===== config.mk =====
export PLATFORM = sky130hd
export DESIGN_NAME = serial_rx_mv
export DESIGN_NICKNAME = d
export VERILOG_FILES = /design/src/rtl/srx_pkg.sv /design/src/rtl/srx_sync.sv /design/src/rtl/srx_frame.sv /design/src/rtl/srx_fifo.sv /design/src/rtl/serial_rx_mv.sv
export SDC_FILE = /design/constraint.sdc
export NUM_CORES = 1
export LEC_CHECK = 0
export ABC_AREA = 1
export BUFFER_PORTS_ARGS = -buffer_cell sky130_fd_sc_hd__buf_2
export CAP_MARGIN = 0
export CORE_MARGIN = 5
export CORE_UTILIZATION = 45
export DETAILED_ROUTE_END_ITERATION = 7
export PLACE_DENSITY_LB_ADDON = 0.1
export SYNTH_ARGS = -nofsm -noshare
export SYNTH_HDL_FRONTEND = slang
export SYNTH_HIERARCHICAL = 1
export SYNTH_SLANG_ARGS = --single-unit

===== constraint.sdc =====
create_clock -name clk -period 2.04 [get_ports clk]
set_input_delay 0.306 -clock clk [delete_from_list [all_inputs] [get_ports clk]]
set_output_delay 0.306 -clock clk [all_outputs]
set_load 0.01 [all_outputs]

===== src/rtl/srx_pkg.sv =====
package srx_pkg;
  localparam int DATA_W  = 9;
  localparam int BITS_W  = 4;
  localparam int PH_W    = 4;
  localparam int OS_WIDE = 16;
  localparam int OS_NARROW = 8;

  typedef enum logic [2:0] {
    ST_IDLE  = 3'd0,
    ST_START = 3'd1,
    ST_DATA  = 3'd2,
    ST_PAR   = 3'd3,
    ST_STOP  = 3'd4,
    ST_BRK   = 3'd5
  } rx_state_t;

  typedef struct packed {
    logic [DATA_W-1:0] data;
    logic              perr;
    logic              ferr;
  } rx_entry_t;
endpackage


===== src/rtl/srx_sync.sv =====
module srx_sync #(
  parameter int STAGES = 2
) (
  input  logic clk,
  input  logic rst_n,
  input  logic d_async,
  output logic q_sync
);
  logic [STAGES-1:0] chain_q;
  logic [STAGES-1:0] chain_d;

  always_comb begin
    chain_d = {chain_q[STAGES-2:0], d_async};
  end

  // line idles high, so the chain resets to ones to avoid a false start
  always_ff @(posedge clk or negedge rst_n) begin
    if (!rst_n) chain_q <= '1;
    else        chain_q <= chain_d;
  end

  assign q_sync = chain_q[STAGES-1];
endmodule


===== src/rtl/srx_frame.sv =====
module srx_frame
  import srx_pkg::*;
(
  input  logic              clk,
  input  logic              rst_n,
  input  logic              tick,
  input  logic              rx_s,
  input  logic              os8,
  input  logic [BITS_W-1:0] bits_cfg,
  input  logic              msb_first,
  input  logic              par_en,
  input  logic [1:0]        par_kind,
  output logic              push,
  output rx_entry_t         push_ent,
  output logic              push_brk,
  output logic              brk_start,
  output logic              brk_end
);
  rx_state_t         st, st_n;
  logic [PH_W-1:0]   ph, ph_n;
  logic [BITS_W-1:0] bidx, bidx_n;
  logic [1:0]        vcnt, vcnt_n;
  logic [DATA_W-1:0] sh, sh_n;
  logic              par_acc, par_n;
  logic              any1, any_n;
  logic              perr_r, perr_n;
  logic              hi_prev, hi_n;
  logic              push_n, pbrk_n, brks_n, brke_n;
  rx_entry_t         ent_n;

  logic [PH_W-1:0]   v_lo, v_hi, ph_last;
  logic [BITS_W-1:0] nb;
  logic [1:0]        vsum;
  logic              vote, par_exp;

  always_comb begin
    if (os8) begin
      v_lo    = PH_W'(OS_NARROW/2 - 1);
      v_hi    = PH_W'(OS_NARROW/2 + 1);
      ph_last = PH_W'(OS_NARROW - 1);
    end else begin
      v_lo    = PH_W'(OS_WIDE/2 - 1);
      v_hi    = PH_W'(OS_WIDE/2 + 1);
      ph_last = PH_W'(OS_WIDE - 1);
    end
    if (bits_cfg < BITS_W'(5) || bits_cfg > BITS_W'(DATA_W)) nb = BITS_W'(8);
    else                                                    nb = bits_cfg;
    case (par_kind)
      2'd0:    par_exp = par_acc;
      2'd1:    par_exp = ~par_acc;
      2'd2:    par_exp = 1'b0;
      default: par_exp = 1'b1;
    endcase
    vsum = vcnt + {1'b0, rx_s};
    vote = (vsum >= 2'd2);
  end

  always_comb begin
    st_n = st; ph_n = ph; bidx_n = bidx; vcnt_n = vcnt; sh_n = sh;
    par_n = par_acc; any_n = any1; perr_n = perr_r; hi_n = hi_prev;
    push_n = 1'b0; pbrk_n = push_brk; brks_n = 1'b0; brke_n = 1'b0;
    ent_n = push_ent;
    if (tick) begin
      if (st == ST_IDLE) begin
        if (!rx_s) begin
          st_n = ST_START; ph_n = PH_W'(1); vcnt_n = '0;
        end
      end else if (st == ST_BRK) begin
        hi_n = rx_s;
        if (rx_s && hi_prev) begin
          st_n = ST_IDLE; push_n = 1'b1; pbrk_n = 1'b1; brke_n = 1'b1;
          ent_n.data = '0; ent_n.perr = 1'b0; ent_n.ferr = 1'b1;
        end
      end else begin
        ph_n = (ph == ph_last) ? '0 : ph + PH_W'(1);
        if (ph >= v_lo && ph <= v_hi) vcnt_n = vsum;
        if (ph == v_hi) begin
          vcnt_n = '0;
          case (st)
            ST_START: begin
              if (vote) st_n = ST_IDLE;
              else begin
                st_n = ST_DATA; bidx_n = '0; sh_n = '0;
                par_n = 1'b0; any_n = 1'b0; perr_n = 1'b0;
              end
            end
            ST_DATA: begin
              sh_n   = msb_first ? {sh[DATA_W-2:0], vote} : {vote, sh[DATA_W-1:1]};
              par_n  = par_acc ^ vote;
              any_n  = any1 | vote;
              bidx_n = bidx + BITS_W'(1);
              if (bidx == nb - BITS_W'(1)) st_n = par_en ? ST_PAR : ST_STOP;
            end
            ST_PAR: begin
              perr_n = (vote != par_exp);
              any_n  = any1 | vote;
              st_n   = ST_STOP;
            end
            ST_STOP: begin
              if (any1 | vote) begin
                st_n = ST_IDLE; push_n = 1'b1; pbrk_n = 1'b0;
                ent_n.data = msb_first ? sh : (sh >> (BITS_W'(DATA_W) - nb));
                ent_n.perr = perr_r;
                ent_n.ferr = ~vote;
              end else begin
                st_n = ST_BRK; brks_n = 1'b1; hi_n = 1'b0;
              end
            end
            default: st_n = ST_IDLE;
          endcase
        end
      end
    end
  end

  always_ff @(posedge clk or negedge rst_n) begin
    if (!rst_n) begin
      st <= ST_IDLE; ph <= '0; bidx <= '0; vcnt <= '0; sh <= '0;
      par_acc <= 1'b0; any1 <= 1'b0; perr_r <= 1'b0; hi_prev <= 1'b0;
      push <= 1'b0; push_brk <= 1'b0; brk_start <= 1'b0; brk_end <= 1'b0;
      push_ent <= '0;
    end else begin
      st <= st_n; ph <= ph_n; bidx <= bidx_n; vcnt <= vcnt_n; sh <= sh_n;
      par_acc <= par_n; any1 <= any_n; perr_r <= perr_n; hi_prev <= hi_n;
      push <= push_n; push_brk <= pbrk_n; brk_start <= brks_n; brk_end <= brke_n;
      push_ent <= ent_n;
    end
  end


  stop_ends_chk: assert property (@(posedge clk) disable iff (!rst_n)
    (tick && st == ST_STOP && ph == v_hi) |=> (st == ST_IDLE || st == ST_BRK));


  brk_no_push_chk: assert property (@(posedge clk) disable iff (!rst_n)
    brk_start |-> !push);


  false_start_chk: assert property (@(posedge clk) disable iff (!rst_n)
    (tick && st == ST_START && ph == v_hi && vote) |=> st == ST_IDLE);
endmodule


===== src/rtl/srx_fifo.sv =====
module srx_fifo
  import srx_pkg::*;
#(
  parameter int DEPTH = 4,
  localparam int PW = (DEPTH > 1) ? $clog2(DEPTH) : 1,
  localparam int CW = $clog2(DEPTH + 1)
) (
  input  logic          clk,
  input  logic          rst_n,
  input  logic          wr,
  input  rx_entry_t     din,
  input  logic          rd,
  output rx_entry_t     dout,
  output logic          full,
  output logic          empty,
  output logic [CW-1:0] count
);
  rx_entry_t       mem [DEPTH];
  logic [PW-1:0]   wp, rp, wp_n, rp_n;
  logic [CW-1:0]   cnt_n;
  logic            do_wr, do_rd;

  assign full  = (count == CW'(DEPTH));
  assign empty = (count == '0);
  assign dout  = mem[rp];

  always_comb begin
    do_rd = rd && !empty;
    do_wr = wr && (!full || do_rd);
    wp_n  = wp;
    rp_n  = rp;
    if (do_wr) wp_n = (wp == PW'(DEPTH-1)) ? '0 : wp + PW'(1);
    if (do_rd) rp_n = (rp == PW'(DEPTH-1)) ? '0 : rp + PW'(1);
    cnt_n = count + CW'(do_wr) - CW'(do_rd);
  end

  always_ff @(posedge clk or negedge rst_n) begin
    if (!rst_n) begin
      wp <= '0; rp <= '0; count <= '0;
    end else begin
      wp <= wp_n; rp <= rp_n; count <= cnt_n;
    end
  end

  for (genvar i = 0; i < DEPTH; i++) begin : g_slot
    always_ff @(posedge clk or negedge rst_n) begin
      if (!rst_n)                       mem[i] <= '0;
      else if (do_wr && wp == PW'(i))   mem[i] <= din;
    end
  end


  count_bound_chk: assert property (@(posedge clk) disable iff (!rst_n)
    count <= CW'(DEPTH));


  count_step_chk: assert property (@(posedge clk) disable iff (!rst_n)
    (wr && !rd && !full) |=> count == $past(count) + CW'(1));
endmodule


===== src/rtl/serial_rx_mv.sv =====
module serial_rx_mv
  import srx_pkg::*;
#(
  parameter int FIFO_DEPTH  = 4,
  parameter int RTS_OFF_LVL = 3,
  parameter int RTS_ON_LVL  = 2,
  parameter int SYNC_STAGES = 2,
  localparam int CW = $clog2(FIFO_DEPTH + 1)
) (
  input  logic              clk,
  input  logic              rst_n,
  input  logic              tick,
  input  logic              rx_in,
  input  logic              cfg_os8,
  input  logic [3:0]        cfg_bits,
  input  logic              cfg_msb_first,
  input  logic              cfg_par_en,
  input  logic [1:0]        cfg_par_kind,
  input  logic              rd_en,
  output logic              rd_valid,
  output logic [8:0]        rd_data,
  output logic              rd_perr,
  output logic              rd_ferr,
  output logic              ovr_flag,
  output logic              brk_flag,
  output logic              brk_start,
  output logic              brk_end,
  output logic              rts_n
);
  logic          rx_s, f_push, f_brk, q_full, q_empty, pop;
  rx_entry_t     f_ent, q_out;
  logic [CW-1:0] q_cnt;
  logic          ovr_n, brk_n, rts_nx;

  srx_sync #(.STAGES(SYNC_STAGES)) u_sync (
    .clk(clk), .rst_n(rst_n), .d_async(rx_in), .q_sync(rx_s));

  srx_frame u_frame (
    .clk(clk), .rst_n(rst_n), .tick(tick), .rx_s(rx_s), .os8(cfg_os8),
    .bits_cfg(cfg_bits), .msb_first(cfg_msb_first), .par_en(cfg_par_en),
    .par_kind(cfg_par_kind), .push(f_push), .push_ent(f_ent),
    .push_brk(f_brk), .brk_start(brk_start), .brk_end(brk_end));

  srx_fifo #(.DEPTH(FIFO_DEPTH)) u_fifo (
    .clk(clk), .rst_n(rst_n), .wr(f_push), .din(f_ent), .rd(rd_en),
    .dout(q_out), .full(q_full), .empty(q_empty), .count(q_cnt));

  assign pop      = rd_en && !q_empty;
  assign rd_valid = !q_empty;
  assign rd_data  = q_out.data;
  assign rd_perr  = q_out.perr;
  assign rd_ferr  = q_out.ferr;

  always_comb begin
    ovr_n = ovr_flag;
    if (pop)                      ovr_n = 1'b0;
    if (f_push && q_full && !pop) ovr_n = 1'b1;
    brk_n = brk_flag;
    if (pop || (f_push && !f_brk)) brk_n = 1'b0;
    if (brk_start)                 brk_n = 1'b1;
    rts_nx = rts_n;
    if (q_cnt >= CW'(RTS_OFF_LVL))     rts_nx = 1'b1;
    else if (q_cnt <= CW'(RTS_ON_LVL)) rts_nx = 1'b0;
  end

  always_ff @(posedge clk or negedge rst_n) begin
    if (!rst_n) begin
      ovr_flag <= 1'b0; brk_flag <= 1'b0; rts_n <= 1'b0;
    end else begin
      ovr_flag <= ovr_n; brk_flag <= brk_n; rts_n <= rts_nx;
    end
  end


  ovr_set_chk: assert property (@(posedge clk) disable iff (!rst_n)
    (f_push && q_full && !rd_en) |=> ovr_flag);


  rts_hold_chk: assert property (@(posedge clk) disable iff (!rst_n)
    (q_cnt >= CW'(RTS_OFF_LVL)) |=> rts_n);


  rts_release_chk: assert property (@(posedge clk) disable iff (!rst_n)
    (q_cnt <= CW'(RTS_ON_LVL)) |=> !rts_n);


  brk_set_chk: assert property (@(posedge clk) disable iff (!rst_n)
    brk_start |=> brk_flag);
endmodule


==> impl_metrics.tcl, run 1 <==
set metrics [dict create \
    r2r_start "u_fifo/count[1]" \
    wirelength_mm 13.43 \
    switching_power_mw 3.005 \
    cp_slowest_stage_delay_ns 0.45 \
    route.detailed.wl_per_inst_um 15.19 \
    reg2regPathDepth 9 \
    arrival_ns 2.13 \
    ys_dominant_reg_cell "dfrtp_1" \
    dpl.hpwl_mm 9.237 \
    fin_util 0.5149 \
    rows 40 \
    rsz0062_at_grt "false" \
    ioPinCount 31 \
    fin_crit_ns 1.891 \
    grt_max_degree 53 \
    stdcell_count 884 \
    crit_family "adder cells" \
    start_util 0.4540 \
    clkPwrFrac 0.231 \
    dieArea_mm2 0.01426 \
    diodes 0 \
    die_h_um 119.4 \
    hold_viol 0 \
    overflow 0 \
    worst-path-stages 9 \
    worst_pin_slew_ns 0.6262 \
    critPathBufInv 1 \
    relSlewSlack 0.5825 \
    synth_largest_area_cell "dfrtp_1" \
    ant_nets 0 \
    first_pass_iters 5 \
    powerDensity_mw_per_mm2 1205 \
    vias_per_cell 5.410 \
    dp_cells 865 \
    antenna_found_initial 0 \
    grt_pass1_wl_mm 23.34 \
    power_frac_comb 0.391 \
    cts.clk_slew.worst_paths_ns 0.07 \
    clk_latency_ns 0.35 \
    core-area_mm2 0.01186 \
    clock_skew_ns 0.006101 \
    cts_htree_levels 3 \
    numCtsBuffers 9 \
    path_class "reg -> reg" \
    avgSynthCellArea_um2 7.827 \
    drt_iter0_markers 481 \
    synth_area_leaders "dfrtp_1, nand2_1, nand3_1" \
    yosysWarnings 6 \
    ys_ff_latch 97 \
    yosysTopAreaCellShare 0.4414 \
    final_common_cell "nand2_1" \
    setup_viol 0 \
    crit_path_start_kind "register" \
    grt_pass1_vias 4680 \
    worstHoldPathType "in -> reg" \
    drc 0 \
    leakagePower_nw 3.179 \
    syn_inst 688 \
    syn_area_mm2 0.005385 \
    via_count 4782 \
    min_path_cells 1 \
    synthArstFlopShare 1.000 \
    end_kind "register" \
    sw_frac_of_total 0.4085 \
    seq_power_share 0.378 \
    clockBufferDepth 2 \
    p_int_mw 4.352 \
    cap_violations 0 \
    hp-start "rx_in" \
    synth_nets 718 \
    synth_cell_types 41 \
    gp_congestion 0.8727 \
    outcome "finished clean" \
    nets 762 \
    drive_gt1_frac 0.1493 \
    layout_common_cells "nand2_1, dfrtp_1, nand3_1" \
    cp.required_ns 2.28 \
    final.setup.tns_ns 0 \
    crit_fanout 7 \
    place.port_buffers 30 \
    tritoncts "built" \
    cts-root-buf "clkbuf_16" \
    fmax_mhz 528.8 \
    die-width_um 119.4 \
    critical-path-slowest-cell "dfrtp_2" \
    startpoint "u_fifo/count[1]" \
    final_max_slew_viol_count 0 \
    path_cells "nor2_2, nand2_1, nand2_2, nand3_1, o21ai_0, ha_1, inv_1, fa_1, xor2_1" \
    cts_sinks 97 \
    grt_use_total 0.1984 \
    ir_drop_v 0.0006025 \
    fin_crit_sh 0.9269 \
    syn2layout_area_growth_pct 13.41 \
    synth_edf_count 0 \
    synth_seq_area_share 0.4512 \
]
[state kept, by name, indices dropped and copies added, names as in the netlist, 2 cells and up]
name              cells
u_fifo/count          3
u_fifo/mem           44
u_fifo/rp             2
u_fifo/wp             2
u_frame/bidx          4
u_frame/ph            4
u_frame/push_ent     11
u_frame/sh            9
u_frame/st            3
u_frame/vcnt          2
u_sync/chain_q        2
[power by group through the flow]
stage	combinational (mW)	sequential, mW	clock [mW]
finish	2.88	2.78	1.70
detailed placement	2.86	2.81	0
global route	3.27	2.85	1.84
global placement	2.81	2.79	0
floorplan	2.06	2.68	0
CTS	2.88	2.77	1.73
[kinds of logic (layout without fill, tap and decap cells)]
family / Yosys count / in the layout / share of synthesized area
AOI/OAI and AO/OA: 93 / 93 / 0.09898
and+or+nand+nor: 387 / 387 / 0.3197
buffers and inverters: 87 / 136 / 0.07505
xor gates and xnor gates: 8 / 8 / 0.01650
adders and majority gates: 16 / 16 / 0.03857
DFF: 97 / 97 / 0.4512
[layout make-up]
cell class / instances / area [um^2]
fill: 1187 / 5754
multi-input combinational: 504 / 2556
sequential: 97 / 2431
timing repair buffer: 66 / 445.4
clock buffer: 10 / 229.0
inverter: 54 / 202.7
tap: 147 / 183.9
clock inverter: 6 / 58.81
[through the flow]
stage	hold slack [ns]	total power [mW]	instance area (um^2)	setup slack [ns]
final	0.05165	7.357	6107	0.1491
after global routing	0.04080	7.955	6107	0.008887
after CTS	0.04087	7.377	6078	0.02978
after detailed placement	0.2648	5.667	5781	0.05161
after global placement	0.2547	5.596	5781	0.1281
after floorplan	0.01041	4.741	5385	0.1856
[cells in the mapped netlist, drive strengths merged (2+ instances only)]
master,count
nand2,208
dfrtp,95
nand3,63
nor2,60
o21ai,54
inv,53
nand4,47
buf,25
a21oi,17
ha,15
o22ai,12
clkbuf,8
xor2,7
nor3,5
o211ai,3
or2,3
dfstp,2
o21a,2
[routing by layer]
layer  track usage  routed length (um)  vias up
met4       0.06800                 231        0
met1        0.2631                6241     2275
li1              -                   -     2382
met3       0.03799                 500       22
met5             0                   0        -
met2        0.3260                6452      103
[final timing paths]
check	end	slack, ns
min in group asynchronous	u_fifo/rp[0]	0.43
max in group asynchronous	u_frame/sh[3]	0.98
min reg2reg	u_sync/chain_q[1]	0.36
max reg2reg	u_fifo/count[2]	0.15
min	u_sync/chain_q[0]	0.05
max	u_fifo/count[2]	0.15
[what timing repair did]
item | CTS | global route
setup endpoints to repair | 0 | 24
hold endpoints to repair | 24 | 0
setup buffers | 0 | 2
hold buffers | 1 | 0
gates resized for setup | 0 | 8
Power figures use the tool's default switching activity.
==> run 2: changes to the inputs <==
clock period = 1.95 ns   (was 2.04 ns; I/O delays follow)
==> run 2 against run 1 <==
Effect of this change:
- worst hold slack got worse by 0.012 ns
- non-clock buffer count increased by 7
- register-to-register slack got worse by 0.07 ns
- routed wire length decreased by 1.4%
- final area increased by 2.5%
- sequential share of layout area decreased by 0.96 points
- total power increased by 8.3%
- fmax increased by 1.1%
==> impl_metrics.tcl, run 2 (synthesis results as in run 1) <==
set metrics [dict create \
    fmax_mhz 534.8 \
    numCtsBuffers 9 \
    cp.required_ns 2.20 \
    dieArea_mm2 0.01426 \
    powerDensity_mw_per_mm2 1273 \
    fin_crit_sh 0.9589 \
    cts-root-buf "clkbuf_16" \
    final.setup.tns_ns 0 \
    met3_usage 0.03371 \
    crit_path_start_kind "register" \
    hold_viol 0 \
    first_pass_iters 5 \
    clock_skew_ns 0.006213 \
    tritoncts "built" \
    fin_crit_ns 1.870 \
    drt_iter0_markers 387 \
    diodes 0 \
    core-area_mm2 0.01186 \
    gp_congestion 0.8801 \
    grt_pass1_vias 4699 \
    wirelength_mm 13.24 \
    leakagePower_nw 3.228 \
    via_count 4761 \
    die_h_um 119.4 \
    ir_drop_v 0.0005826 \
    nets 769 \
    cts.clk_slew.worst_paths_ns 0.07 \
    worstHoldPathType "in -> reg" \
    worst_pin_slew_ns 0.5299 \
    start_util 0.4540 \
    largest_reg_flops 44 \
    top_usage_layer "met2" \
    vias_per_cell 5.343 \
    rows 40 \
    finalWorstSetupSlack_ns 0.08020 \
    arrival_ns 2.12 \
    overflow 0 \
    rr_endpoint "u_frame/sh[2]" \
    startpoint "u_sync/chain_q[1]" \
    seqCellArea_mm2 0.002431 \
    fin_util 0.5275 \
    end_kind "register" \
    clockBufferDepth 2 \
    grt_pass1_wl_mm 22.60 \
    outcome "finished clean" \
    r2r_start "u_sync/chain_q[1]" \
    dp_slack_ns 0.03549 \
    antenna_found_initial 0 \
    drive_gt1_frac 0.1613 \
    reg_top3 "u_fifo/mem (44), u_frame/push_ent (11), u_frame/sh (9)" \
    clk_latency_ns 0.35 \
    final_common_cell "nand2_1" \
    syn2layout_area_growth_pct 16.19 \
    min_path_cells 1 \
    r2r_slack_ns 0.08 \
    multi_input_area_mm2 0.002576 \
    final_max_slew_viol_count 0 \
    largest-register "u_fifo/mem" \
    whs_endpoint "u_sync/chain_q[0]" \
    relSlewSlack 0.6467 \
    crit_fanout 13 \
    place.port_buffers 30 \
    drc 0 \
    ioPinCount 31 \
    path_class "reg -> reg" \
    ant_nets 0 \
    die-width_um 119.4 \
    cts_sinks 97 \
    fillers 1151 \
    cts_htree_levels 3 \
    hp-start "rx_in" \
    rsz0062_at_grt "false" \
    grt_max_degree 40 \
    dpl.hpwl_mm 9.247 \
    setup_viol 0 \
    layout_common_cells "nand2_1, dfrtp_1, nand3_1" \
    reg2regPathDepth 9 \
    cap_violations 0 \
    gr-usage-met2 0.3250 \
    grt_use_total 0.1936 \
    grtUsageMet1 0.2498 \
    route.detailed.wl_per_inst_um 14.85 \
]
[run 2: final cells by class]
type / instances / share of cell area
Multi-Input combinational cell: 504 / 0.4117
Clock inverter: 7 / 0.01620
Sequential cell: 97 / 0.3885
Tap cell: 147 / 0.02939
Inverter: 54 / 0.03299
Clock buffer: 9 / 0.03599
Timing Repair Buffer: 73 / 0.08518
[run 2: through the flow]
step	cell area, um^2	instances	hold slack (ns)	power [mW]
final	6257	891	0.03934	7.969
after global routing	6257	891	0.02682	8.580
after CTS	6180	887	0.02641	7.939
after detailed placement	5843	870	0.3097	5.966
after global placement	5843	870	0.3047	5.892
after floorplan	5385	688	-0.003091	4.959
[run 2: worst max path at each step]
stage                                 end  slack, ns  cells past startpoint
after global routing        u_frame/st[0]     0.0006                      9
after global placement    u_frame/bidx[0]       0.09                     12
final                       u_frame/sh[2]       0.08                      9
after floorplan           u_frame/bidx[2]        0.1                      9
after CTS                         rd_perr       0.04                      4
after detailed placement  u_frame/bidx[0]       0.04                     12
[run 2: metal layers]
metal  routed length, um  up-vias
li1                    -     2390
met1                6113     2243
met2                6310      104
met3                 531       24
met4                 280        0
met5                   0        -
[run 2: where the power goes]
group	internal (mW)	switching [mW]	leakage (nW)
sequential	2.45	0.472	1.27
clock	1.14	0.815	0.153
combinational	1.18	1.92	1.80
total	4.76	3.20	3.23
[run 2: critical path, stage by stage (launching register included)]
cell and delay [ns]:
dfstp_2 0.57, ha_4 0.17, xnor2_4 0.15, inv_2 0.08, a21oi_4 0.16, nand2_2 0.09, a21oi_4 0.19, buf_12 0.16
nand3_1 0.08, o21ai_0 0.11
[run 2: repair_timing]
item                                    4_1_cts  5_1_grt
endpoints found under the hold margin        34        0
buffers inserted                              0        3
resized for setup                             0       10
hold buffers                                  1        0
endpoints found under the setup margin        0       36
